--- src/rtl/rtc_sa_pkg.sv ---
package rtc_sa_pkg;
  localparam int ADDR_W = 6;
  localparam int DATA_W = 32;

  localparam logic [ADDR_W-1:0] OFS_CTRL = 6'h00;
  localparam logic [ADDR_W-1:0] OFS_SEC  = 6'h04;
  localparam logic [ADDR_W-1:0] OFS_ALM  = 6'h08;
  localparam logic [ADDR_W-1:0] OFS_TRIM = 6'h0C;
  localparam logic [ADDR_W-1:0] OFS_PAD  = 6'h34;
  localparam logic [ADDR_W-1:0] OFS_KEY  = 6'h3C;

  // control word bit positions (software decodes these)
  localparam int B_RUN  = 0;
  localparam int B_AEN  = 2;
  localparam int B_AIE  = 3;
  localparam int B_AFLG = 4;
  localparam int B_SIE  = 5;
  localparam int B_SFLG = 6;
  localparam int B_RDY  = 7;
  localparam int B_UNLK = 31;

  localparam int N_FLG = 2;  // index 0: per-second, index 1: alarm

  typedef struct packed {
    logic ctrlWe;
    logic secWe;
    logic almWe;
    logic trimWe;
    logic padWe;
  } regStrobeT;
endpackage

--- src/rtl/rtc_sa_ctrl.sv ---
module rtc_sa_ctrl
  import rtc_sa_pkg::*;
#(
  parameter int          READY_CYC  = 4,
  parameter logic [15:0] UNLOCK_KEY = 16'hA55A
) (
  input  logic              clk,
  input  logic              rstN,
  input  logic              busWr,
  input  logic [ADDR_W-1:0] busAddr,
  input  logic [15:0]       keyData,
  output regStrobeT         strobe,
  output logic              writeReady,
  output logic              unlocked
);
  localparam int CW = $clog2(READY_CYC + 1);

  logic [CW-1:0] busyCnt;
  logic          addrMapped;
  logic          keyHit;
  logic          regWr;

  assign writeReady = (busyCnt == '0);

  always_comb begin
    unique case (busAddr)
      OFS_CTRL, OFS_SEC, OFS_ALM, OFS_TRIM, OFS_PAD: addrMapped = 1'b1;
      default: addrMapped = 1'b0;
    endcase
  end

  assign keyHit = busWr && writeReady && (busAddr == OFS_KEY) && (keyData == UNLOCK_KEY);
  assign regWr  = busWr && writeReady && unlocked && addrMapped;

  always_comb begin
    strobe        = '0;
    strobe.ctrlWe = regWr && (busAddr == OFS_CTRL);
    strobe.secWe  = regWr && (busAddr == OFS_SEC);
    strobe.almWe  = regWr && (busAddr == OFS_ALM);
    strobe.trimWe = regWr && (busAddr == OFS_TRIM);
    strobe.padWe  = regWr && (busAddr == OFS_PAD);
  end

  always_ff @(posedge clk or negedge rstN) begin
    if (!rstN) begin
      unlocked <= 1'b0;
      busyCnt  <= '0;
    end else begin
      if (regWr)       unlocked <= 1'b0;
      else if (keyHit) unlocked <= 1'b1;

      if (regWr)              busyCnt <= CW'(READY_CYC);
      else if (busyCnt != '0) busyCnt <= busyCnt - 1'b1;
    end
  end
endmodule

--- src/rtl/rtc_sa_dp.sv ---
module rtc_sa_dp
  import rtc_sa_pkg::*;
(
  input  logic              clk,
  input  logic              rstN,
  input  logic              tick,
  input  regStrobeT         strobe,
  input  logic [DATA_W-1:0] wdata,
  input  logic [ADDR_W-1:0] rdAddr,
  input  logic              writeReady,
  input  logic              unlocked,
  output logic [DATA_W-1:0] rdata,
  output logic              irq,
  output logic [DATA_W-1:0] secCount,
  output logic [DATA_W-1:0] alarmCount,
  output logic              cntEn,
  output logic              almEn,
  output logic              almIe,
  output logic              secIe,
  output logic              secFlag,
  output logic              almFlag
);
  localparam int FLG_POS [N_FLG] = '{B_SFLG, B_AFLG};

  logic [DATA_W-1:0] trimQ;
  logic [DATA_W-1:0] padQ;
  logic              stepNow;
  logic              almHit;
  logic [N_FLG-1:0]  flagQ;
  logic [N_FLG-1:0]  flagSet;
  logic [N_FLG-1:0]  flagIe;
  logic [DATA_W-1:0] ctrlWord;

  assign stepNow = tick && cntEn;
  assign almHit  = almEn && (secCount == alarmCount);
  assign flagSet = {almHit, stepNow};
  assign flagIe  = {almIe, secIe};

  always_ff @(posedge clk or negedge rstN) begin
    if (!rstN) begin
      secCount   <= '0;
      alarmCount <= '0;
      trimQ      <= '0;
      padQ       <= '0;
      cntEn      <= 1'b0;
      almEn      <= 1'b0;
      almIe      <= 1'b0;
      secIe      <= 1'b0;
    end else begin
      if (strobe.secWe)  secCount <= wdata;
      else if (stepNow)  secCount <= secCount + 1'b1;
      if (strobe.almWe)  alarmCount <= wdata;
      if (strobe.trimWe) trimQ <= wdata;
      if (strobe.padWe)  padQ  <= wdata;
      if (strobe.ctrlWe) begin
        cntEn <= wdata[B_RUN];
        almEn <= wdata[B_AEN];
        almIe <= wdata[B_AIE];
        secIe <= wdata[B_SIE];
      end
    end
  end

  // flags: a written 0 clears, a written 1 keeps, a set event wins
  for (genvar i = 0; i < N_FLG; i++) begin : g_flag
    always_ff @(posedge clk or negedge rstN) begin
      if (!rstN) flagQ[i] <= 1'b0;
      else if (flagSet[i]) flagQ[i] <= 1'b1;
      else if (strobe.ctrlWe && !wdata[FLG_POS[i]]) flagQ[i] <= 1'b0;
    end
  end

  assign secFlag = flagQ[0];
  assign almFlag = flagQ[1];
  assign irq     = |(flagQ & flagIe);

  always_comb begin
    ctrlWord         = '0;
    ctrlWord[B_RUN]  = cntEn;
    ctrlWord[B_AEN]  = almEn;
    ctrlWord[B_AIE]  = almIe;
    ctrlWord[B_AFLG] = almFlag;
    ctrlWord[B_SIE]  = secIe;
    ctrlWord[B_SFLG] = secFlag;
    ctrlWord[B_RDY]  = writeReady;
  end

  always_comb begin
    unique case (rdAddr)
      OFS_CTRL: rdata = ctrlWord;
      OFS_SEC:  rdata = secCount;
      OFS_ALM:  rdata = alarmCount;
      OFS_TRIM: rdata = trimQ;
      OFS_PAD:  rdata = padQ;
      OFS_KEY:  rdata = {unlocked, {(DATA_W-1){1'b0}}};
      default:  rdata = '0;
    endcase
  end
endmodule

--- src/rtl/rtc_sec_alarm.sv ---
module rtc_sec_alarm
  import rtc_sa_pkg::*;
#(
  parameter int          READY_CYC  = 4,
  parameter logic [15:0] UNLOCK_KEY = 16'hA55A
) (
  input  logic        clk,
  input  logic        rstN,
  input  logic        tick,
  input  logic        busWr,
  input  logic [5:0]  busAddr,
  input  logic [31:0] busWdata,
  output logic [31:0] busRdata,
  output logic        irq
);
  regStrobeT         strobe;
  logic              writeReady;
  logic              unlocked;
  logic [DATA_W-1:0] secCount;
  logic [DATA_W-1:0] alarmCount;
  logic              cntEn;
  logic              almEn;
  logic              almIe;
  logic              secIe;
  logic              secFlag;
  logic              almFlag;

  rtc_sa_ctrl #(
    .READY_CYC (READY_CYC),
    .UNLOCK_KEY(UNLOCK_KEY)
  ) u_ctrl (
    .clk       (clk),
    .rstN      (rstN),
    .busWr     (busWr),
    .busAddr   (busAddr),
    .keyData   (busWdata[15:0]),
    .strobe    (strobe),
    .writeReady(writeReady),
    .unlocked  (unlocked)
  );

  rtc_sa_dp u_dp (
    .clk       (clk),
    .rstN      (rstN),
    .tick      (tick),
    .strobe    (strobe),
    .wdata     (busWdata),
    .rdAddr    (busAddr),
    .writeReady(writeReady),
    .unlocked  (unlocked),
    .rdata     (busRdata),
    .irq       (irq),
    .secCount  (secCount),
    .alarmCount(alarmCount),
    .cntEn     (cntEn),
    .almEn     (almEn),
    .almIe     (almIe),
    .secIe     (secIe),
    .secFlag   (secFlag),
    .almFlag   (almFlag)
  );
endmodule

--- config.mk ---
export PLATFORM = sky130hd
export DESIGN_NAME = rtc_sec_alarm
export DESIGN_NICKNAME = d
export VERILOG_FILES = /design/src/rtl/rtc_sa_pkg.sv /design/src/rtl/rtc_sa_ctrl.sv /design/src/rtl/rtc_sa_dp.sv /design/src/rtl/rtc_sec_alarm.sv
export SDC_FILE = /design/constraint.sdc
export NUM_CORES = 1
export LEC_CHECK = 0
export ABC_AREA = 1
export CAP_MARGIN = 20
export CORE_MARGIN = 2
export CORE_UTILIZATION = 31
export DETAILED_ROUTE_END_ITERATION = 12
export HOLD_SLACK_MARGIN = 0.03
export PLACE_DENSITY_LB_ADDON = 0.3
export SKIP_CTS_REPAIR_TIMING = 1
export SLEW_MARGIN = 25
export SYNTH_ARGS = -nofsm -noshare
export SYNTH_HDL_FRONTEND = slang
export SYNTH_HIERARCHICAL = 1
export SYNTH_SLANG_ARGS = --single-unit
--- constraint.sdc ---
create_clock -name clk -period 1.9 [get_ports clk]
set_input_delay 0.38 -clock clk [delete_from_list [all_inputs] [get_ports clk]]
set_output_delay 0.38 -clock clk [all_outputs]
set_load 0.005 [all_outputs]
==> impl_summary.txt, run 1 <==
----------------------------------------------------
[Layout]
  Number of inserted filler cells in the final layout ... 2,262
  Share of final-layout standard cells stronger than drive strength 1 ... 29.1%
  Area delta synth->final ... 49.9%
  Multi-input combinational cell area ... 4180 sq um
  Filler-free cell count of the finished design ... 1,515
  Number of inserted diodes ... 0
  Register Area ... 3450 sq um
  NumNets Final ... 1,223

[Timing]
  Fraction of the cycle the final worst path needs ... 109%
  Max Transition Viols Final ... 0
  Crit path time final ... 2070 ps
  Number of endpoints failing setup at the final stage ... 107
  Fin worst setup slack ... -165 ps
  Slew margin rel. ... 69.4%
  Setup repair after global routing missed its margin ... true
  Worst-case clock skew ... 6.24 ps
  Maximum clock frequency ... 484 MHz
  Worst Max-Slew Pin Slew ... 459 ps
  Fin. Hold Viols ... 0

[Floorplan]
  Chip width ... 161 um
  Standard-cell row count ... 57
  Total core area ... 24,300 sq um
  I/O pin cnt ... 75
  Die outline area ... 26,000 sq um
  DIE HEIGHT ... 161 um
  Initial core utilization ... 31.5%

[Status]
  Result of the run ... complete, but fails checks
  Failing checks ... setup timing

[CTS]
  Latest clock arrival within the worst-skew pair ... 420 ps
  CTS H-Tree Depth ... 4
  Clock buffers created by TritonCTS ... 17
  Buffer type at the clock tree root ... sky130_fd_sc_hd__clkbuf_16
  Sinks on Clock Net ... 138
  Max Buffers Root-to-Sink ... 2
  CTS tree ... done
  Clock-pin transition on the worst setup and hold timing paths ... 60 ps

[Logic synthesis]
  Synthesized area per cell ... 7.60 sq um
  Simple-gate portion of the synthesized area ... 24.6%
  Synth Area in Compound Gates ... 16.2%
  Distinct cell type count of the synthesized netlist ... 36
  Synthesized net count ... 1,054
  Adder-cell share of the synthesized area ... 0.489%
  Dominant combinational cell family by area after synthesis ... simple AND/OR/NAND/NOR gates
  Proportion of synthesized area in mux cells ... 1.76%
  Number of instances in the synthesized netlist ... 1,009
  Warnings, synthesis ... 6
  Flip-flop and latch count after synthesis ... 138
  Post-Syn Area ... 7670 sq um
  Share of synthesized area occupied by flip-flops and latches ... 45.0%
  Post-synthesis share of cell area spent on xor and xnor gates ... 2.63%

[Routing]
  # DRC ... 0
  Via count normalized by instance count ... 5.12
  Iter 0 DRT Violations ... 758
  Detailed-router iteration count before antenna repair ... 7
  Total number of vias ... 7,752
  DRT antenna net count ... 0
  Post-Route WL ... 28.4 mm
  Detailed-route wire length per cell ... 18.8 um

[Pwr]
  Overall power of the completed layout ... 9.70 mW
  Worst voltage drop across the vdd grid ... 0.510 mV
  Leakage power of the design ... 5.69 nW
  Total power per unit cell area ... 844 nW/um^2

[Place]
  DP Cell Count ... 1,440
  Port buffer count ... 74
  Gp weighted congestion ... 0.948
  Final HPWL from detailed placement ... 18.4 mm

[GRT]
  Final global-route overflow total ... 0
  Wire length of the first global-routing pass ... 38.8 mm
  Busiest metal layer after global routing ... met2
  Pin count of the biggest net entering global routing ... 41
  Overall routing resource usage ... 19.2%
  Via count of the first global-routing pass ... 7,050
  Number of antenna violations at the first check in global routing ... 0
  Met2 capacity usage during global routing ... 30.0%
  Met3 Resource Use GR ... 3.11%
  Grt met1 use ... 27.3%

[Critical path]
  Category of the worst setup path launch point ... input port
  Capturing element type of the critical path ... primary output
  Data arrival time at the worst-slack endpoint ... 1690 ps
  Maximum fanout along the worst path ... 5
  Category of the critical setup timing path ... input port to primary output
  Critical path required time ... 1520 ps

[Hold path]
  Worst min path class ... input port to asynchronous set/reset pin

[Flow run]
  Max-cap violations ... 0

----------------------------------------------------
-- path summary, 6_finish.rpt --
kind | start | endpoint | slack [ps] | depth (start not counted)
max | busAddr[0] | busRdata[1] | -170 | 9
min | rstN | u_dp/padQ[3]$_DFFE_PN0P_ | 460 | 2
max reg2reg | u_ctrl/busyCnt[0]$_DFFE_PN0P_ | u_dp/trimQ[1]$_DFFE_PN0P_ | -110 | 11
min reg2reg | u_dp/padQ[0]$_DFFE_PN0P_ | u_dp/padQ[0]$_DFFE_PN0P_ | 510 | 1
max in group asynchronous | rstN | u_dp/padQ[21]$_DFFE_PN0P_ | 860 | 3
min in group clk | busAddr[1] | u_ctrl/unlocked$_DFFE_PN0P_ | 510 | 7
-- per-layer routing --
| layer | wire [um] | vias up |
|---|---|---|
| li1 | - | 3639 |
| met1 | 12700 | 3822 |
| met2 | 13500 | 258 |
| met3 | 1650 | 33 |
| met4 | 543 | 0 |
| met5 | 0 | - |
-- synth_stat cells --
library cell / n / area, sq um
sky130_fd_sc_hd__nand2_1: 254 / 953
sky130_fd_sc_hd__dfrtp_1: 138 / 3450
sky130_fd_sc_hd__inv_1: 138 / 518
sky130_fd_sc_hd__nor2_1: 110 / 413
sky130_fd_sc_hd__a21oi_1: 66 / 330
sky130_fd_sc_hd__nand3_1: 40 / 200
sky130_fd_sc_hd__o21ai_0: 39 / 195
sky130_fd_sc_hd__a22oi_1: 32 / 240
sky130_fd_sc_hd__o211ai_1: 25 / 188
sky130_fd_sc_hd__o22ai_1: 24 / 150
sky130_fd_sc_hd__clkbuf_1: 22 / 82.6
sky130_fd_sc_hd__nand4_1: 15 / 93.8
sky130_fd_sc_hd__xor2_1: 13 / 114
sky130_fd_sc_hd__mux2_2: 12 / 135
sky130_fd_sc_hd__buf_2: 11 / 55.1
sky130_fd_sc_hd__xnor2_1: 10 / 87.6
sky130_fd_sc_hd__o21bai_1: 9 / 67.6
sky130_fd_sc_hd__nor3_1: 8 / 40.0
sky130_fd_sc_hd__nor2_2: 6 / 37.5
sky130_fd_sc_hd__nor2_4: 5 / 56.3
sky130_fd_sc_hd__inv_2: 4 / 15.0
sky130_fd_sc_hd__o221ai_1: 4 / 35.0
sky130_fd_sc_hd__ha_1: 3 / 37.5
sky130_fd_sc_hd__nand2_2: 3 / 18.8
sky130_fd_sc_hd__nand3_2: 3 / 30.0
sky130_fd_sc_hd__buf_1: 2 / 7.51
sky130_fd_sc_hd__buf_6: 2 / 22.5
sky130_fd_sc_hd__clkinv_1: 2 / 7.51
sky130_fd_sc_hd__nor3_2: 2 / 20.0
sky130_fd_sc_hd__a21oi_4: 1 / 16.3
sky130_fd_sc_hd__buf_4: 1 / 7.51
sky130_fd_sc_hd__nand2_4: 1 / 11.3
sky130_fd_sc_hd__nor4_1: 1 / 6.26
sky130_fd_sc_hd__o2111ai_1: 1 / 8.76
sky130_fd_sc_hd__o311ai_0: 1 / 8.76
sky130_fd_sc_hd__or2_2: 1 / 6.26
-- cell type report --
cell class                      instances  area share (%)
Timing Repair Buffer                  188            19.2
Sequential cell                       138            30.0
Clock buffer                           21            4.09
Clock inverter                         11            1.87
Inverter                              144            4.94
Tap cell                              324            3.53
Multi-Input combinational cell        689            36.3
-- power by group --
| group | internal [mW] | total, mW | leakage (nW) | switching, mW |
|---|---|---|---|---|
| Clock | 2.57 | 3.87 | 0.333 | 1.30 |
| Sequential | 3.26 | 3.61 | 1.63 | 0.357 |
| Combinational | 0.921 | 2.22 | 3.73 | 1.30 |
| Total | 6.75 | 9.70 | 5.69 | 2.95 |
-- registers in the layout, summed over array words and instances (netlist names) --
name / cells
u_ctrl/busyCnt: 3
u_ctrl/unlocked: 1
u_dp/alarmCount: 32
u_dp/almEn: 1
u_dp/almFlag: 1
u_dp/almIe: 1
u_dp/cntEn: 1
u_dp/padQ: 32
u_dp/secCount: 32
u_dp/secFlag: 1
u_dp/secIe: 1
u_dp/trimQ: 32
-- kinds of logic (layout without fill, tap and decap cells) --
logic type      after synthesis  count (layout)
xor+xnor                     23              23
mux                          12              12
flops                       138             138
buf+inv                     182             364
fa+ha+maj                     3               3
compound gates              202             202
simple gates                449             449
-- per-stage QoR --
| step | TNS [ps] | utilization, % | instance area [sq um] | hold WS [ps] | worst slack (ps) |
|---|---|---|---|---|---|
| 4_1_cts | -35880 | 41.6 | 10100 | -96.4 | -921 |
| 5_1_grt | -18350 | 47.3 | 11500 | 500 | -221 |
| 3_3_place_gp | -77380 | 38.8 | 9420 | 346 | -900 |
| 3_5_place_dp | -79850 | 38.8 | 9420 | 352 | -911 |
| 2_1_floorplan | -835 | - | 7700 | 84.4 | -53.9 |
| 6_report | -5420 | 47.3 | 11500 | 463 | -165 |
-- placed cells by master (no fill, tap or decap), types with 16 or more instances in the layout --
cell / Yosys / layout
sky130_fd_sc_hd__a21oi_1: 66 / 50
sky130_fd_sc_hd__a21oi_2: 0 / 16
sky130_fd_sc_hd__a22oi_1: 32 / 21
sky130_fd_sc_hd__buf_12: 0 / 22
sky130_fd_sc_hd__buf_2: 11 / 25
sky130_fd_sc_hd__buf_4: 1 / 48
sky130_fd_sc_hd__buf_6: 2 / 21
sky130_fd_sc_hd__clkbuf_16: 0 / 35
sky130_fd_sc_hd__clkdlybuf4s50_1: 0 / 34
sky130_fd_sc_hd__dfrtp_1: 138 / 138
sky130_fd_sc_hd__inv_1: 138 / 131
sky130_fd_sc_hd__nand2_1: 254 / 223
sky130_fd_sc_hd__nand2_2: 3 / 22
sky130_fd_sc_hd__nand3_1: 40 / 23
sky130_fd_sc_hd__nand3_2: 3 / 16
sky130_fd_sc_hd__nor2_1: 110 / 92
sky130_fd_sc_hd__nor2_4: 5 / 17
sky130_fd_sc_hd__o211ai_1: 25 / 25
sky130_fd_sc_hd__o21ai_0: 39 / 35
sky130_fd_sc_hd__o22ai_2: 0 / 18
-- critical path, stage by stage --
cell                        delay, ps
sky130_fd_sc_hd__buf_8            100
sky130_fd_sc_hd__nor2_4           150
sky130_fd_sc_hd__nand2_4           90
sky130_fd_sc_hd__nor3_4           260
sky130_fd_sc_hd__buf_6            210
sky130_fd_sc_hd__clkbuf_16        190
sky130_fd_sc_hd__nand2_2           40
sky130_fd_sc_hd__o211ai_1         110
sky130_fd_sc_hd__buf_2            150
Note: power is estimated with default switching activity, not from simulation.
==> inputs of run 2 (changes only) <==
Settings changed: CTS_BUF_LIST set to sky130_fd_sc_hd__clkbuf_16.
==> impl_summary.txt, run 2 (same netlist as run 1, synthesis figures left out) <==
----------------------------------------------------
[Status]
  Failing checks ... setup timing
  Result of the run ... complete, but fails checks

[Routing]
  Total number of vias ... 7,963
  DRT antenna net count ... 0
  Detailed-route wire length per cell ... 19.8 um
  # DRC ... 0
  Detailed-router iteration count before antenna repair ... 6
  Iter 0 DRT Violations ... 752
  Post-Route WL ... 30.3 mm
  Via count normalized by instance count ... 5.20

[Timing]
  Max Transition Viols Final ... 0
  Worst-case hold slack ... 461 ps
  Fin worst setup slack ... -155 ps
  Fraction of the cycle the final worst path needs ... 108%
  Maximum clock frequency ... 487 MHz
  Fin. Hold Viols ... 0
  Worst Max-Slew Pin Slew ... 463 ps
  Number of endpoints failing setup at the final stage ... 136
  Crit path time final ... 2060 ps
  Aggregate negative setup slack ... -7710 ps
  Worst-case clock skew ... 8.92 ps
  Slew margin rel. ... 69.1%
  Setup repair after global routing missed its margin ... true

[Critical path]
  Count of buffering cells on the critical path with inverters included ... 4
  Maximum fanout along the worst path ... 5
  Reg-to-Reg End ... u_dp/alarmCount[18]$_DFFE_PN0P_
  Capturing element type of the critical path ... primary output
  Category of the critical setup timing path ... input port to primary output
  Worst setup path startpoint ... busAddr[0]
  Family with the most delay on the worst path ... buffers and inverters
  Sequence of cells on the critical path ... buf_8, nor2_4, nand2_4, nor3_4, buf_6, clkbuf_16, nand2_2, o211ai_1, buf_2
  Data arrival time at the worst-slack endpoint ... 1680 ps
  Slack of the worst reg-to-reg path ... -110 ps
  Largest stage delay, worst path ... 260 ps
  Timing endpoint of the critical path ... busRdata[23]
  Slowest stage cell on the critical path ... sky130_fd_sc_hd__nor3_4
  Critical path required time ... 1520 ps
  Number of stages on the worst setup path ... 9
  Launch instance of the worst register-to-register path ... u_ctrl/busyCnt[0]$_DFFE_PN0P_
  Category of the worst setup path launch point ... input port
  Worst reg-to-reg path cell count ... 13

[CTS]
  CTS tree ... done
  Buffer type at the clock tree root ... sky130_fd_sc_hd__clkbuf_16
  Latest clock arrival within the worst-skew pair ... 430 ps
  CTS H-Tree Depth ... 4
  Clock-pin transition on the worst setup and hold timing paths ... 60 ps
  Clock buffers created by TritonCTS ... 17
  Max Buffers Root-to-Sink ... 2
  Sinks on Clock Net ... 138

[Floorplan]
  DIE HEIGHT ... 161 um
  Chip width ... 161 um
  Die outline area ... 26,000 sq um
  I/O pin cnt ... 75
  Standard-cell row count ... 57
  Initial core utilization ... 31.5%
  Total core area ... 24,300 sq um

[Place]
  Port buffer count ... 74
  Final HPWL from detailed placement ... 18.4 mm
  Worst slack at placement ... -911 ps
  DP Cell Count ... 1,440
  Gp weighted congestion ... 0.948

[Flow run]
  Max-cap violations ... 0

[Pwr]
  Worst voltage drop across the vdd grid ... 0.516 mV
  Total power per unit cell area ... 802 nW/um^2
  Leakage power of the design ... 5.98 nW

[Layout]
  Filler-free cell count of the finished design ... 1,531
  Most common library cell in the layout ignoring fill and taps ... sky130_fd_sc_hd__nand2_1
  NumNets Final ... 1,239
  Number of inserted diodes ... 0
  Share of final-layout standard cells stronger than drive strength 1 ... 37.1%
  Area delta synth->final ... 58.6%
  Commonest non-fill, non-tap cells in the layout ... sky130_fd_sc_hd__nand2_1, sky130_fd_sc_hd__dfrtp_1, sky130_fd_sc_hd__inv_1

[GRT]
  Via count of the first global-routing pass ... 7,032
  Pin count of the biggest net entering global routing ... 41
  Met2 capacity usage during global routing ... 29.8%
  Wire length of the first global-routing pass ... 38.7 mm
  Number of antenna violations at the first check in global routing ... 0
  Grt met1 use ... 27.4%
  Overall routing resource usage ... 19.2%
  Final global-route overflow total ... 0
  Met3 Resource Use GR ... 2.88%
  Busiest metal layer after global routing ... met2

[Hold path]
  Worst min path class ... input port to asynchronous set/reset pin

----------------------------------------------------
[run 2: how the worst min path moves through the flow]
stage	start	endpoint	slack, ps	depth (start not counted)
2_1_floorplan	rstN	u_ctrl/busyCnt[0]$_DFFE_PN0P_	80	0
3_3_place_gp	rstN	u_dp/padQ[2]$_DFFE_PN0P_	350	1
3_5_place_dp	rstN	u_dp/padQ[2]$_DFFE_PN0P_	350	1
4_1_cts	rstN	u_dp/alarmCount[0]$_DFFE_PN0P_	-100	1
5_1_grt	rstN	u_dp/padQ[2]$_DFFE_PN0P_	500	2
6_report	rstN	u_dp/padQ[2]$_DFFE_PN0P_	460	2
[run 2: metrics by stage]
step	power, mW	area (sq um)	util [%]
after floorplan	4.75	7700	-
after global placement	5.50	9420	38.8
after detailed placement	5.53	9420	38.8
after CTS	9.30	10100	41.4
after global routing	10.2	12200	50.0
final	9.76	12200	50.0
[run 2: area by class of cell]
| class | count | area, sq um |
|---|---|---|
| fillers | 2180 | 12200 |
| multi-input cells | 689 | 4620 |
| flip-flops and latches | 138 | 3450 |
| repair buffers | 203 | 2440 |
| inverters | 144 | 573 |
| clock buffers | 17 | 425 |
| well taps | 324 | 405 |
| clock inverters | 15 | 230 |
| repair inverters | 1 | 11.3 |
[run 2: where the power goes]
group          internal (mW)  total, mW  switching, mW  leakage [nW]
clock                   2.44       3.75           1.31         0.321
sequential              3.26       3.66          0.399          1.63
combinational           1.01       2.36           1.35          4.04
[run 2: routing by layer]
metal	vias up	part of all wire, %
met3	66	7.1
met5	-	0
li1	3674	-
met4	0	2.7
met2	346	48
met1	3877	42
